**config.mk**
```make
export PLATFORM = sky130hd
export DESIGN_NAME = lrate_reconfig_seq
export DESIGN_NICKNAME = d
export VERILOG_FILES = /design/src/rtl/lrate_pkg.sv /design/src/rtl/lrate_rst_sync.sv /design/src/rtl/lrate_step_gen.sv /design/src/rtl/lrate_drp_xact.sv /design/src/rtl/lrate_reconfig_seq.sv
export SDC_FILE = /design/constraint.sdc
export NUM_CORES = 1
export LEC_CHECK = 0
export CAP_MARGIN = 20
export CORE_MARGIN = 2
export CORE_UTILIZATION = 25
export CTS_CLUSTER_DIAMETER = 100
export DETAILED_ROUTE_END_ITERATION = 10
export GPL_TIMING_DRIVEN = 0
export PLACE_DENSITY = 0.41
export SLEW_MARGIN = 25
export SYNTH_ARGS = -nofsm -noshare
export SYNTH_HDL_FRONTEND = slang
export SYNTH_SLANG_ARGS = --single-unit
```
**constraint.sdc**
```tcl
create_clock -name clk -period 3.2 [get_ports clk]
set_input_delay 0.8 -clock clk [delete_from_list [all_inputs] [get_ports clk]]
set_output_delay 0.8 -clock clk [all_outputs]
set_load 0.05 [all_outputs]
```
**src/rtl/lrate_pkg.sv**
```systemverilog
`timescale 1ns/1ps
package lrate_pkg;
  localparam int DW = 16;
  localparam int AW = 9;
  localparam int SW = 4;
  localparam int PLL_STEPS  = 3;
  localparam int LANE_STEPS = 11;

  localparam logic [1:0] RATE_HI  = 2'd2;
  localparam logic [1:0] RATE_UNK = 2'd3;

  localparam logic [26:0] PLL_CFG_A = 27'h0680181;
  localparam logic [26:0] PLL_CFG_B = 27'h06801C1;
  localparam logic [9:0]  FBDIV_A   = 10'h120;
  localparam logic [9:0]  FBDIV_B   = 10'h080;
  localparam logic [31:0] PMA_A     = 32'h001E7080;
  localparam logic [31:0] PMA_B     = 32'h00018480;
  localparam logic [95:0] CDR_A     = 96'h000003000023FF10100020;
  localparam logic [95:0] CDR_B     = 96'h000003000023FF10200020;
  localparam int CLK25_A = 5;
  localparam int CLK25_B = 7;
  localparam int ODIV_A  = 4;
  localparam int ODIV_B  = 2;
  localparam int ODIV_CODE_A = $clog2(ODIV_A);
  localparam int ODIV_CODE_B = $clog2(ODIV_B);

  typedef struct packed {
    logic [AW-1:0] addr;
    logic [DW-1:0] keep;
    logic [DW-1:0] data;
    logic          rmw;
  } drp_step_t;
endpackage

```
**src/rtl/lrate_rst_sync.sv**
```systemverilog
`timescale 1ns/1ps
module lrate_rst_sync (
  input  logic clk,
  input  logic arst_n,
  output logic srst_n
);
  logic s1_q, s2_q;

  always_ff @(posedge clk or negedge arst_n) begin
    if (!arst_n) begin
      s1_q <= 1'b0;
      s2_q <= 1'b0;
    end else begin
      s1_q <= 1'b1;
      s2_q <= s1_q;
    end
  end

  assign srst_n = s2_q;
endmodule

```
**src/rtl/lrate_step_gen.sv**
```systemverilog
`timescale 1ns/1ps
module lrate_step_gen
  import lrate_pkg::*;
(
  input  logic          hi,
  input  logic          lane_ph,
  input  logic [SW-1:0] idx,
  output drp_step_t     step
);
  logic [26:0] cfg;
  logic [9:0]  fbdiv;
  logic [31:0] pma;
  logic [95:0] cdr;
  logic [4:0]  c25m1;
  logic [2:0]  od;

  always_comb begin
    cfg   = hi ? PLL_CFG_B : PLL_CFG_A;
    fbdiv = hi ? FBDIV_B : FBDIV_A;
    pma   = hi ? PMA_B : PMA_A;
    cdr   = hi ? CDR_B : CDR_A;
    c25m1 = hi ? 5'(CLK25_B - 1) : 5'(CLK25_A - 1);
    od    = hi ? 3'(ODIV_CODE_B) : 3'(ODIV_CODE_A);
    step  = '0;
    if (!lane_ph) begin
      case (idx)
        4'd0: begin
          step.addr = AW'(9'h032);
          step.data = cfg[15:0];
        end
        4'd1: begin
          step.addr = AW'(9'h033);
          step.keep = 16'hF800;
          step.data = {5'b0, cfg[26:16]};
          step.rmw  = 1'b1;
        end
        4'd2: begin
          step.addr = AW'(9'h036);
          step.keep = 16'hFC00;
          step.data = {6'b0, fbdiv};
          step.rmw  = 1'b1;
        end
        default: step = '0;
      endcase
    end else begin
      case (idx)
        4'd0: begin
          step.addr = AW'(9'h099);
          step.data = pma[15:0];
        end
        4'd1: begin
          step.addr = AW'(9'h09A);
          step.data = pma[31:16];
        end
        4'd2: begin
          step.addr = AW'(9'h011);
          step.keep = 16'hF83F;
          step.data = {5'b0, c25m1, 6'b0};
          step.rmw  = 1'b1;
        end
        4'd3: begin
          step.addr = AW'(9'h06A);
          step.keep = 16'hFFE0;
          step.data = {11'b0, c25m1};
          step.rmw  = 1'b1;
        end
        4'd4, 4'd5, 4'd6, 4'd7, 4'd8, 4'd9: begin
          step.addr = AW'(9'h0A4 + {5'b0, idx});
          step.data = cdr[7'({idx - 4'd4, 4'b0000}) +: 16];
        end
        4'd10: begin
          step.addr = AW'(9'h088);
          step.data = {9'b0, od, 1'b0, od};
        end
        default: step = '0;
      endcase
    end
  end
endmodule

```
**src/rtl/lrate_drp_xact.sv**
```systemverilog
`timescale 1ns/1ps
module lrate_drp_xact
  import lrate_pkg::*;
#(
  parameter int TMO_W = 16
) (
  input  logic             clk,
  input  logic             rst_n,
  input  logic             go,
  input  drp_step_t        step,
  input  logic [TMO_W-1:0] limit,
  output logic             drp_en,
  output logic             drp_we,
  output logic [AW-1:0]    drp_addr,
  output logic [DW-1:0]    drp_wdata,
  input  logic [DW-1:0]    drp_rdata,
  input  logic             drp_rdy,
  output logic             ack,
  output logic             tmo
);
  typedef enum logic [2:0] {X_IDLE, X_RD_REQ, X_RD_WAIT, X_WR_REQ, X_WR_WAIT} xst_e;

  xst_e             st_q, st_d;
  logic [AW-1:0]    addr_q;
  logic [DW-1:0]    keep_q, data_q, wdat_q, wdat_d;
  logic [TMO_W-1:0] cnt_q, cnt_d;
  logic             ld, wdat_en;

  always_comb begin
    st_d    = st_q;
    wdat_d  = wdat_q;
    wdat_en = 1'b0;
    cnt_d   = cnt_q;
    ld      = 1'b0;
    ack     = 1'b0;
    tmo     = 1'b0;
    case (st_q)
      X_IDLE: if (go) begin
        ld      = 1'b1;
        wdat_d  = step.data;
        wdat_en = 1'b1;
        st_d    = step.rmw ? X_RD_REQ : X_WR_REQ;
      end
      X_RD_REQ: begin
        cnt_d = '0;
        st_d  = X_RD_WAIT;
      end
      X_RD_WAIT: begin
        if (drp_rdy) begin
          wdat_d  = (drp_rdata & keep_q) | (data_q & ~keep_q);
          wdat_en = 1'b1;
          st_d    = X_WR_REQ;
        end else if (cnt_q == limit) begin
          tmo  = 1'b1;
          st_d = X_IDLE;
        end else begin
          cnt_d = cnt_q + 1'b1;
        end
      end
      X_WR_REQ: begin
        cnt_d = '0;
        st_d  = X_WR_WAIT;
      end
      X_WR_WAIT: begin
        if (drp_rdy) begin
          ack  = 1'b1;
          st_d = X_IDLE;
        end else if (cnt_q == limit) begin
          tmo  = 1'b1;
          st_d = X_IDLE;
        end else begin
          cnt_d = cnt_q + 1'b1;
        end
      end
      default: st_d = X_IDLE;
    endcase
  end

  always_ff @(posedge clk or negedge rst_n) begin
    if (!rst_n) begin
      st_q   <= X_IDLE;
      cnt_q  <= '0;
      addr_q <= '0;
      keep_q <= '0;
      data_q <= '0;
      wdat_q <= '0;
    end else begin
      st_q  <= st_d;
      cnt_q <= cnt_d;
      if (ld) begin
        addr_q <= step.addr;
        keep_q <= step.keep;
        data_q <= step.data;
      end
      if (wdat_en) wdat_q <= wdat_d;
    end
  end

  assign drp_en    = (st_q == X_RD_REQ) || (st_q == X_WR_REQ);
  assign drp_we    = (st_q == X_WR_REQ);
  assign drp_addr  = addr_q;
  assign drp_wdata = wdat_q;

  AST_EN_PULSE: assert property (@(posedge clk) disable iff (!rst_n)
    drp_en |=> !drp_en);
  AST_RMW_WRITE_FOLLOWS: assert property (@(posedge clk) disable iff (!rst_n)
    (st_q == X_RD_WAIT && drp_rdy) |=> (drp_en && drp_we));
endmodule

```
**src/rtl/lrate_reconfig_seq.sv**
```systemverilog
`timescale 1ns/1ps
module lrate_reconfig_seq
  import lrate_pkg::*;
#(
  parameter int NLANE = 4,
  parameter int TMO_W = 16,
  localparam int LW = (NLANE > 1) ? $clog2(NLANE) : 1
) (
  input  logic             clk,
  input  logic             rst_n,
  input  logic             start,
  input  logic [1:0]       rate_new,
  input  logic [1:0]       rate_cur,
  input  logic             force_wr,
  input  logic [TMO_W-1:0] tmo_limit,
  output logic             drp_en,
  output logic             drp_we,
  output logic [8:0]       drp_addr,
  output logic [15:0]      drp_wdata,
  input  logic [15:0]      drp_rdata,
  input  logic             drp_rdy,
  output logic             tgt_pll,
  output logic             tgt_lane_en,
  output logic [LW-1:0]    tgt_lane,
  output logic             pll_rst,
  output logic             lane_rst,
  input  logic             pll_lock,
  input  logic             lane_rst_done,
  output logic             busy,
  output logic             done,
  output logic             err
);
  typedef enum logic [3:0] {
    S_IDLE, S_PLL_GO, S_PLL_XACT, S_PLL_RST, S_PLL_LOCK,
    S_LANE_GO, S_LANE_XACT, S_LANE_RST, S_LANE_WAIT
  } sst_e;

  logic          srst_n;
  sst_e          st_q, st_d;
  logic [SW-1:0] step_q, step_d;
  logic [LW-1:0] lane_q, lane_d;
  logic          hi_q, hi_d, skip_q, skip_d, done_q, done_d, err_q, err_d;
  logic          x_go, x_ack, x_tmo, lane_ph;
  drp_step_t     cur_step;

  lrate_rst_sync u_rst (.clk(clk), .arst_n(rst_n), .srst_n(srst_n));

  lrate_step_gen u_steps (.hi(hi_q), .lane_ph(lane_ph), .idx(step_q), .step(cur_step));

  lrate_drp_xact #(.TMO_W(TMO_W)) u_xact (
    .clk(clk), .rst_n(srst_n), .go(x_go), .step(cur_step), .limit(tmo_limit),
    .drp_en(drp_en), .drp_we(drp_we), .drp_addr(drp_addr), .drp_wdata(drp_wdata),
    .drp_rdata(drp_rdata), .drp_rdy(drp_rdy), .ack(x_ack), .tmo(x_tmo)
  );

  always_comb begin
    st_d   = st_q;
    step_d = step_q;
    lane_d = lane_q;
    hi_d   = hi_q;
    skip_d = skip_q;
    done_d = done_q;
    err_d  = err_q;
    case (st_q)
      S_IDLE: if (start) begin
        done_d = 1'b0;
        if (rate_new == RATE_UNK) begin
          err_d = 1'b1;
        end else begin
          err_d  = 1'b0;
          hi_d   = (rate_new == RATE_HI);
          skip_d = !force_wr && (rate_cur != RATE_UNK) &&
                   ((rate_new == RATE_HI) == (rate_cur == RATE_HI));
          step_d = '0;
          lane_d = '0;
          st_d   = skip_d ? S_PLL_RST : S_PLL_GO;
        end
      end
      S_PLL_GO: st_d = S_PLL_XACT;
      S_PLL_XACT: begin
        if (x_tmo) begin
          err_d = 1'b1;
          st_d  = S_IDLE;
        end else if (x_ack) begin
          if (step_q == SW'(PLL_STEPS - 1)) begin
            st_d = S_PLL_RST;
          end else begin
            step_d = step_q + 1'b1;
            st_d   = S_PLL_GO;
          end
        end
      end
      S_PLL_RST: st_d = S_PLL_LOCK;
      S_PLL_LOCK: if (pll_lock) begin
        step_d = '0;
        lane_d = '0;
        st_d   = skip_q ? S_LANE_RST : S_LANE_GO;
      end
      S_LANE_GO: st_d = S_LANE_XACT;
      S_LANE_XACT: begin
        if (x_tmo) begin
          err_d = 1'b1;
          st_d  = S_IDLE;
        end else if (x_ack) begin
          if (step_q == SW'(LANE_STEPS - 1)) begin
            step_d = '0;
            if (lane_q == LW'(NLANE - 1)) begin
              st_d = S_LANE_RST;
            end else begin
              lane_d = lane_q + 1'b1;
              st_d   = S_LANE_GO;
            end
          end else begin
            step_d = step_q + 1'b1;
            st_d   = S_LANE_GO;
          end
        end
      end
      S_LANE_RST: st_d = S_LANE_WAIT;
      S_LANE_WAIT: if (lane_rst_done) begin
        done_d = 1'b1;
        st_d   = S_IDLE;
      end
      default: st_d = S_IDLE;
    endcase
  end

  always_ff @(posedge clk or negedge srst_n) begin
    if (!srst_n) begin
      st_q   <= S_IDLE;
      step_q <= '0;
      lane_q <= '0;
      hi_q   <= 1'b0;
      skip_q <= 1'b0;
      done_q <= 1'b0;
      err_q  <= 1'b0;
    end else begin
      st_q   <= st_d;
      step_q <= step_d;
      lane_q <= lane_d;
      hi_q   <= hi_d;
      skip_q <= skip_d;
      done_q <= done_d;
      err_q  <= err_d;
    end
  end

  assign lane_ph     = (st_q == S_LANE_GO) || (st_q == S_LANE_XACT);
  assign x_go        = (st_q == S_PLL_GO) || (st_q == S_LANE_GO);
  assign tgt_pll     = (st_q == S_PLL_GO) || (st_q == S_PLL_XACT);
  assign tgt_lane_en = lane_ph;
  assign tgt_lane    = lane_q;
  assign pll_rst     = (st_q == S_PLL_RST);
  assign lane_rst    = (st_q == S_LANE_RST);
  assign busy        = (st_q != S_IDLE);
  assign done        = done_q;
  assign err         = err_q;

  AST_IDLE_QUIET: assert property (@(posedge clk) disable iff (!srst_n)
    !busy |-> (!drp_en && !tgt_pll && !tgt_lane_en));
  AST_ONE_TARGET: assert property (@(posedge clk) disable iff (!srst_n)
    !(tgt_pll && tgt_lane_en));
  AST_EN_HAS_TARGET: assert property (@(posedge clk) disable iff (!srst_n)
    drp_en |-> (tgt_pll || tgt_lane_en));
  AST_PLL_RST_PULSE: assert property (@(posedge clk) disable iff (!srst_n)
    pll_rst |=> !pll_rst);
  AST_SKIP_NO_DRP: assert property (@(posedge clk) disable iff (!srst_n)
    (busy && skip_q) |-> !drp_en);
  AST_DONE_ERR_EXCL: assert property (@(posedge clk) disable iff (!srst_n)
    !(done && err));
endmodule

```
After elaboration in Yosys (flattened, before gate mapping) --
Cells that the tools add are included.
Word-level totals: logic and storage cells 178, input bits 43, register bits after elaboration 92
Cells by class: bitwise logic cells 5, eq/ne operators 47, multiplexer cells 74, shift-type cells 1, reduce and logical (&&, ||, !) cells 31, $add $sub $neg 5
Operators with widths (count):
- case mux 16 bit (2 select lines) | 4
- case mux 16 bit (6 select lines) | 1
- indexed part select 96 x 8 -> 16 bit | 1
- 2-to-1 mux 4 bit | 18
- 2-to-1 mux 16 bit | 4
- case mux 9 bit (6 select lines) | 1
- case mux 16 bit (3 select lines) | 1
- 2-to-1 mux 42 bit | 1
- case mux 4 bit (9 select lines) | 1
- AND 16 bit | 2
- equality test 4 x 3 -> 1 bit (second input constant) | 8
- 2-to-1 mux 2 bit | 14
- inequality test 2 bit (second input constant) | 13
- 2-to-1 mux 22 bit | 1
- 2-to-1 mux 21 bit | 1
- case mux 6 bit (3 select lines) | 1
- adder 16 x 1 -> 16 bit (second input constant) | 1
- equality test 16 bit | 1
- equality test 4 x 2 -> 1 bit (second input constant) | 4
- equality test 4 bit (second input constant) | 4
- NOT 16 bit | 1
- OR 16 bit | 1
- case mux 4 bit (4 select lines) | 1
- case mux 3 bit (5 select lines) | 1
- other kinds (34) | 77

Longest topological paths before layout --
depth after elaboration 7, gate-level depth with buffers 9

Modules after synthesis --
From an unflattened synthesis, not the netlist that was laid out.
Unflattened totals: cells, all modules 553, area, all modules 5363.9 um^2
By module, submodules not included:
- lrate_drp_xact | sequential area each 1901.8 um^2, cells each 329, area each 3639.7 um^2, times used 1
- lrate_reconfig_seq | sequential area each 350.3 um^2, cells each 101, area each 892.1 um^2, times used 1
- lrate_step_gen | sequential area each 0.0 um^2, cells each 120, area each 778.2 um^2, times used 1
- lrate_rst_sync | sequential area each 50.0 um^2, cells each 3, area each 53.8 um^2, times used 1

Worst setup path after synthesis --
No wires, ideal clock.
path type reg-to-output, start reg st_q[0], end out pll_rst, path slack 0.578 ns, path buffers 1, cell stages (with the launch flop) 4, arrival time 1.822 ns, path through dfrtp_1 -> clkbuf_1 -> nand2_1 -> nor3_1
Between the ends: word-level cells in the longest chain between the ends 1
RTL lines:
- from (decl) | RTL line lrate_reconfig_seq.sv:39 | sst_e st_q, st_d;
- from (signal assigned) | RTL line lrate_reconfig_seq.sv:138 | st_q <= st_d;
- equality test 4 x 2 -> 1 bit | RTL line lrate_reconfig_seq.sv:153 | assign pll_rst = (st_q == S_PLL_RST);
- to (decl) | RTL line lrate_reconfig_seq.sv:25 | output logic pll_rst,
Every way passes these cells.

Worst setup path in the final report --
start reg st_q[0], end out lane_rst
Between the ends: word-level cells in the longest chain between the ends 1
RTL lines:
- equality test 4 x 3 -> 1 bit | RTL line lrate_reconfig_seq.sv:154 | assign lane_rst = (st_q == S_LANE_RST);
- to (decl) | RTL line lrate_reconfig_seq.sv:26 | output logic lane_rst,
Every way passes these cells.

==> flow_summary_export.csv <==
group,metric,value,unit
floorplanning,core,18500,µm²
setup_path,cpMaxStageDelayCell,"clkdlybuf4s50_1",
logic_synthesis,synth.distinct_cells,67,
floorplanning,ioPinCount,79,
clock_network,cts_root_buf,"clkbuf_16",
clock_network,clk_pin_slew_worst_paths,0.06,ns
cells_and_area,final_common_cell,"nand2_1",
timing,worstMarginPinSlew,0.950,ns
global_route,gr-total-overflow,0,
pwr,powerDensity,1000,nW/µm²
setup_path,critical_path.top_delay_family,"buffers and inverters",
clock_network,cts_setup_buffers,0,
place,numPortBuffers,76,
clock_network,numCtsBuffers,9,
route,dr.pass1.iters,5,
route,vias,4341,
floorplanning,dieArea,19800,µm²
place,hpwl,11000,µm
logic_synthesis,synth_edf_count,0,
run,maxCapViolations,0,
pwr,cell_internal_pwr,0.00314,W
logic_synthesis,avgSynthCellArea,8.80,µm²
timing,tns,0,ns
cells_and_area,nNetsFinal,673,
timing,period_minus_slack,3.08,ns
pwr,swShare,48.6,%
pwr,power,0.00611,W
setup_path,required,2.40,ns
timing,slew_violations,0,
place,gp_congestion,0.876,
route,routed_wl,15000,µm
clock_network,cts_sinks,77,
floorplanning,die_x,141,µm
pwr,p_switching,0.00297,W
status,status,"completed",
pwr,comb_power_share,55.7,%
route,drt-initial-drc-count,308,
floorplanning,fp-row-count,50,
logic_synthesis,syn_nets,585,
timing,setup_viol,0,
route,vias_per_cell,5.06,
cells_and_area,n_antenna_cell,0,
setup_path,slowest_delay,0.84,ns
logic_synthesis,synth.area.top_cells,"dfrtp_1 41%, nand2_1 6.9%, o21ai_0 4.0%, mux2i_1 3.6%, xor2_1 3.0%",
logic_synthesis,yosysSeqAreaShare,41.2,%
route,wl_per_cell,17.5,µm
global_route,grt_usage,15.6,%
logic_synthesis,ys_async_sr_fraction,100,%
logic_synthesis,synth_cells,531,
route,route.detailed.drc,0,
timing,rsz0062_at_grt,"no",
setup_path,worst-setup-path-type,"reg2out",
timing,fin_crit_sh,96.1,%
cells_and_area,syn_to_final_growth,30.2,%
floorplanning,fp.dieH,141,µm
pwr,ir_worst_vdd,331,µV
timing,fmax,325,MHz
clock_network,clk_latency,0.36,ns
timing,slew_headroom,36.1,%
cells_and_area,layout_common_cells,"86 x nand2_1, 76 x dfrtp_1, 73 x clkdlybuf4s50_1",
pwr,clkPwrFrac,18.8,%
global_route,grt_pass1_wl,24400,µm
setup_path,path_buf_inv,2,
cells_and_area,layout-drive-gt1-share,8.33,%
setup_path,cp_max_fo,10,
logic_synthesis,synth_warnings,0,
clock_network,h-tree-depth,3,
timing,hold_violations,0,
min_path,hold_path_class,"reg2async",
floorplanning,initial_core_util,25.2,%
setup_path,start_kind,"flip-flop",
setup_path,cp-end-kind,"primary output",
global_route,grt_start_max_net_pins,47,
logic_synthesis,ys_ff_latch,77,
logic_synthesis,synth_top_area_cell,"dfrtp_1",
clock_network,clockBufferDepth,2,
global_route,antenna_found_initial,0,
logic_synthesis,synth_top_area_share,41.2,%
pwr,p_leak,2.58,nW
route,ant_nets,0,
logic_synthesis,synthFlopType,"dfrtp_1",
setup_path,path_cells,"clkbuf_1 -> nand2_1 -> nor2_1 -> clkdlybuf4s50_1",
pwr,seqPwrFrac,25.5,%
clock_network,tritoncts,"built",
timing,fin_worst_skew,0.0103,ns
logic_synthesis,synth_area,4670,µm²
setup_path,arrival,2.28,ns
global_route,grt_pass1_vias,4391,
metal layers:
layer	track usage [%]	share of wire [%]	vias to the layer above
met5	0	0	-
met4	6.37	1.8	0
met3	2.34	4.0	19
met2	23.6	44	124
met1	22.4	50	2092
li1	-	-	2106
stage by stage:
step           std cells  instance area [µm²]  util (%)  worst slack (ns)  hold WS, ns
5_1_grt              858                 6090      32.9           0.00177        0.331
6_report             858                 6090      32.9             0.125        0.280
4_1_cts              858                 6080      32.8            0.0236        0.304
3_3_place_gp         841                 5730      30.9            -0.342        0.336
3_5_place_dp         842                 5760      31.1             0.225        0.302
2_1_floorplan        531                 4670         -             0.578        0.331
worst reg2reg max path, cell delays in order (launching register included):
cell and delay (ns):
dfrtp_1 0.50, inv_1 0.21, ha_1 0.17, clkbuf_1 0.29
nand2_1 0.20, nor4_1 0.76, a41oi_1 0.20, a211oi_1 0.28
a21o_1 0.11
cell usage after synthesis (all sizes together) (3+ instances only):
library cell	n
nand2	87
dfrtp	77
o21ai	38
nor2	27
a21oi	25
clkbuf	22
nand3	20
mux2i	17
xor2	17
buf	15
inv	15
o31ai	12
ha	11
a211oi	10
a21o	8
a31oi	8
and2	8
and3	8
nor3	8
o311ai	7
mux2	6
nor4	6
a22o	5
nand2b	5
nand4	5
nor2b	5
and4	4
o211ai	4
a32oi	3
o21a	3
o22a	3
o41ai	3
or3	3
or3b	3
final cells by class:
class                           instances  area, µm²
Fill cell                            1939      12400
Multi-Input combinational cell        402       2530
Buffer                                 37        163
Tap cell                              234        293
Timing Repair Buffer                   77        792
Sequential cell                        77       1930
Clock buffer                            9        225
Clock inverter                          7       98.8
Inverter                               15       56.3
power by group through the flow:
stage               clock, W  sequential (W)  combinational (W)
floorplan                  0         0.00195            0.00194
global placement           0         0.00158            0.00336
detailed placement         0         0.00157            0.00339
CTS                  0.00118         0.00156            0.00340
global route         0.00122         0.00161            0.00373
finish               0.00115         0.00156            0.00340
state kept, by name, indices dropped and copies added, names as in the netlist:
signal / count
done: 1
st_q: 4
u_xact.cnt_q: 16
u_xact.drp_addr: 8
step_q: 4
u_xact.data_q: 14
u_rst.s1_q: 1
hi_q: 1
tgt_lane: 2
err: 1
u_xact.keep_q: 4
skip_q: 1
u_xact.drp_wdata: 16
u_xact.st_q: 3
u_rst.srst_n: 1
final timing paths:
| path | startpoint | slack, ns | cells after the start | endpoint |
|---|---|---|---|---|
| max reg2reg | step_q[2]$_DFFE_PN0P_ | 0.40 | 8 | u_xact.drp_wdata[12]$_DFFE_PN0P_ |
| min in group clk | u_rst.s1_q$_DFF_PN0_ | 0.36 | 0 | u_rst.srst_n$_DFF_PN0_ |
| min | u_rst.srst_n$_DFF_PN0_ | 0.28 | 0 | u_xact.drp_wdata[3]$_DFFE_PN0P_ |
| min reg2reg | u_rst.srst_n$_DFF_PN0_ | 0.28 | 0 | u_xact.drp_wdata[3]$_DFFE_PN0P_ |
| max | st_q[0]$_DFFE_PN0P_ | 0.12 | 4 | lane_rst |
| max in group asynchronous | u_rst.srst_n$_DFF_PN0_ | 2.33 | 1 | u_xact.cnt_q[12]$_DFFE_PN0P_ |
logic make-up after synthesis:
kind of cell / Yosys count / share of synthesized area (%)
simple gates: 197 / 20.3
compound gates: 151 / 22.0
flops: 77 / 41.2
buf+inv: 52 / 4.69
mux: 23 / 5.09
xor+xnor: 18 / 3.53
fa+ha+maj: 11 / 2.95
other cells: 2 / 0.161
repair_timing:
action / in CTS / in global routing
pin swaps: 0 / 0
setup endpoints to repair: 1 / 2
hold buffers: 0 / 0
gates resized for setup: 1 / 2
No activity file was read; power rests on OpenSTA's default activity.
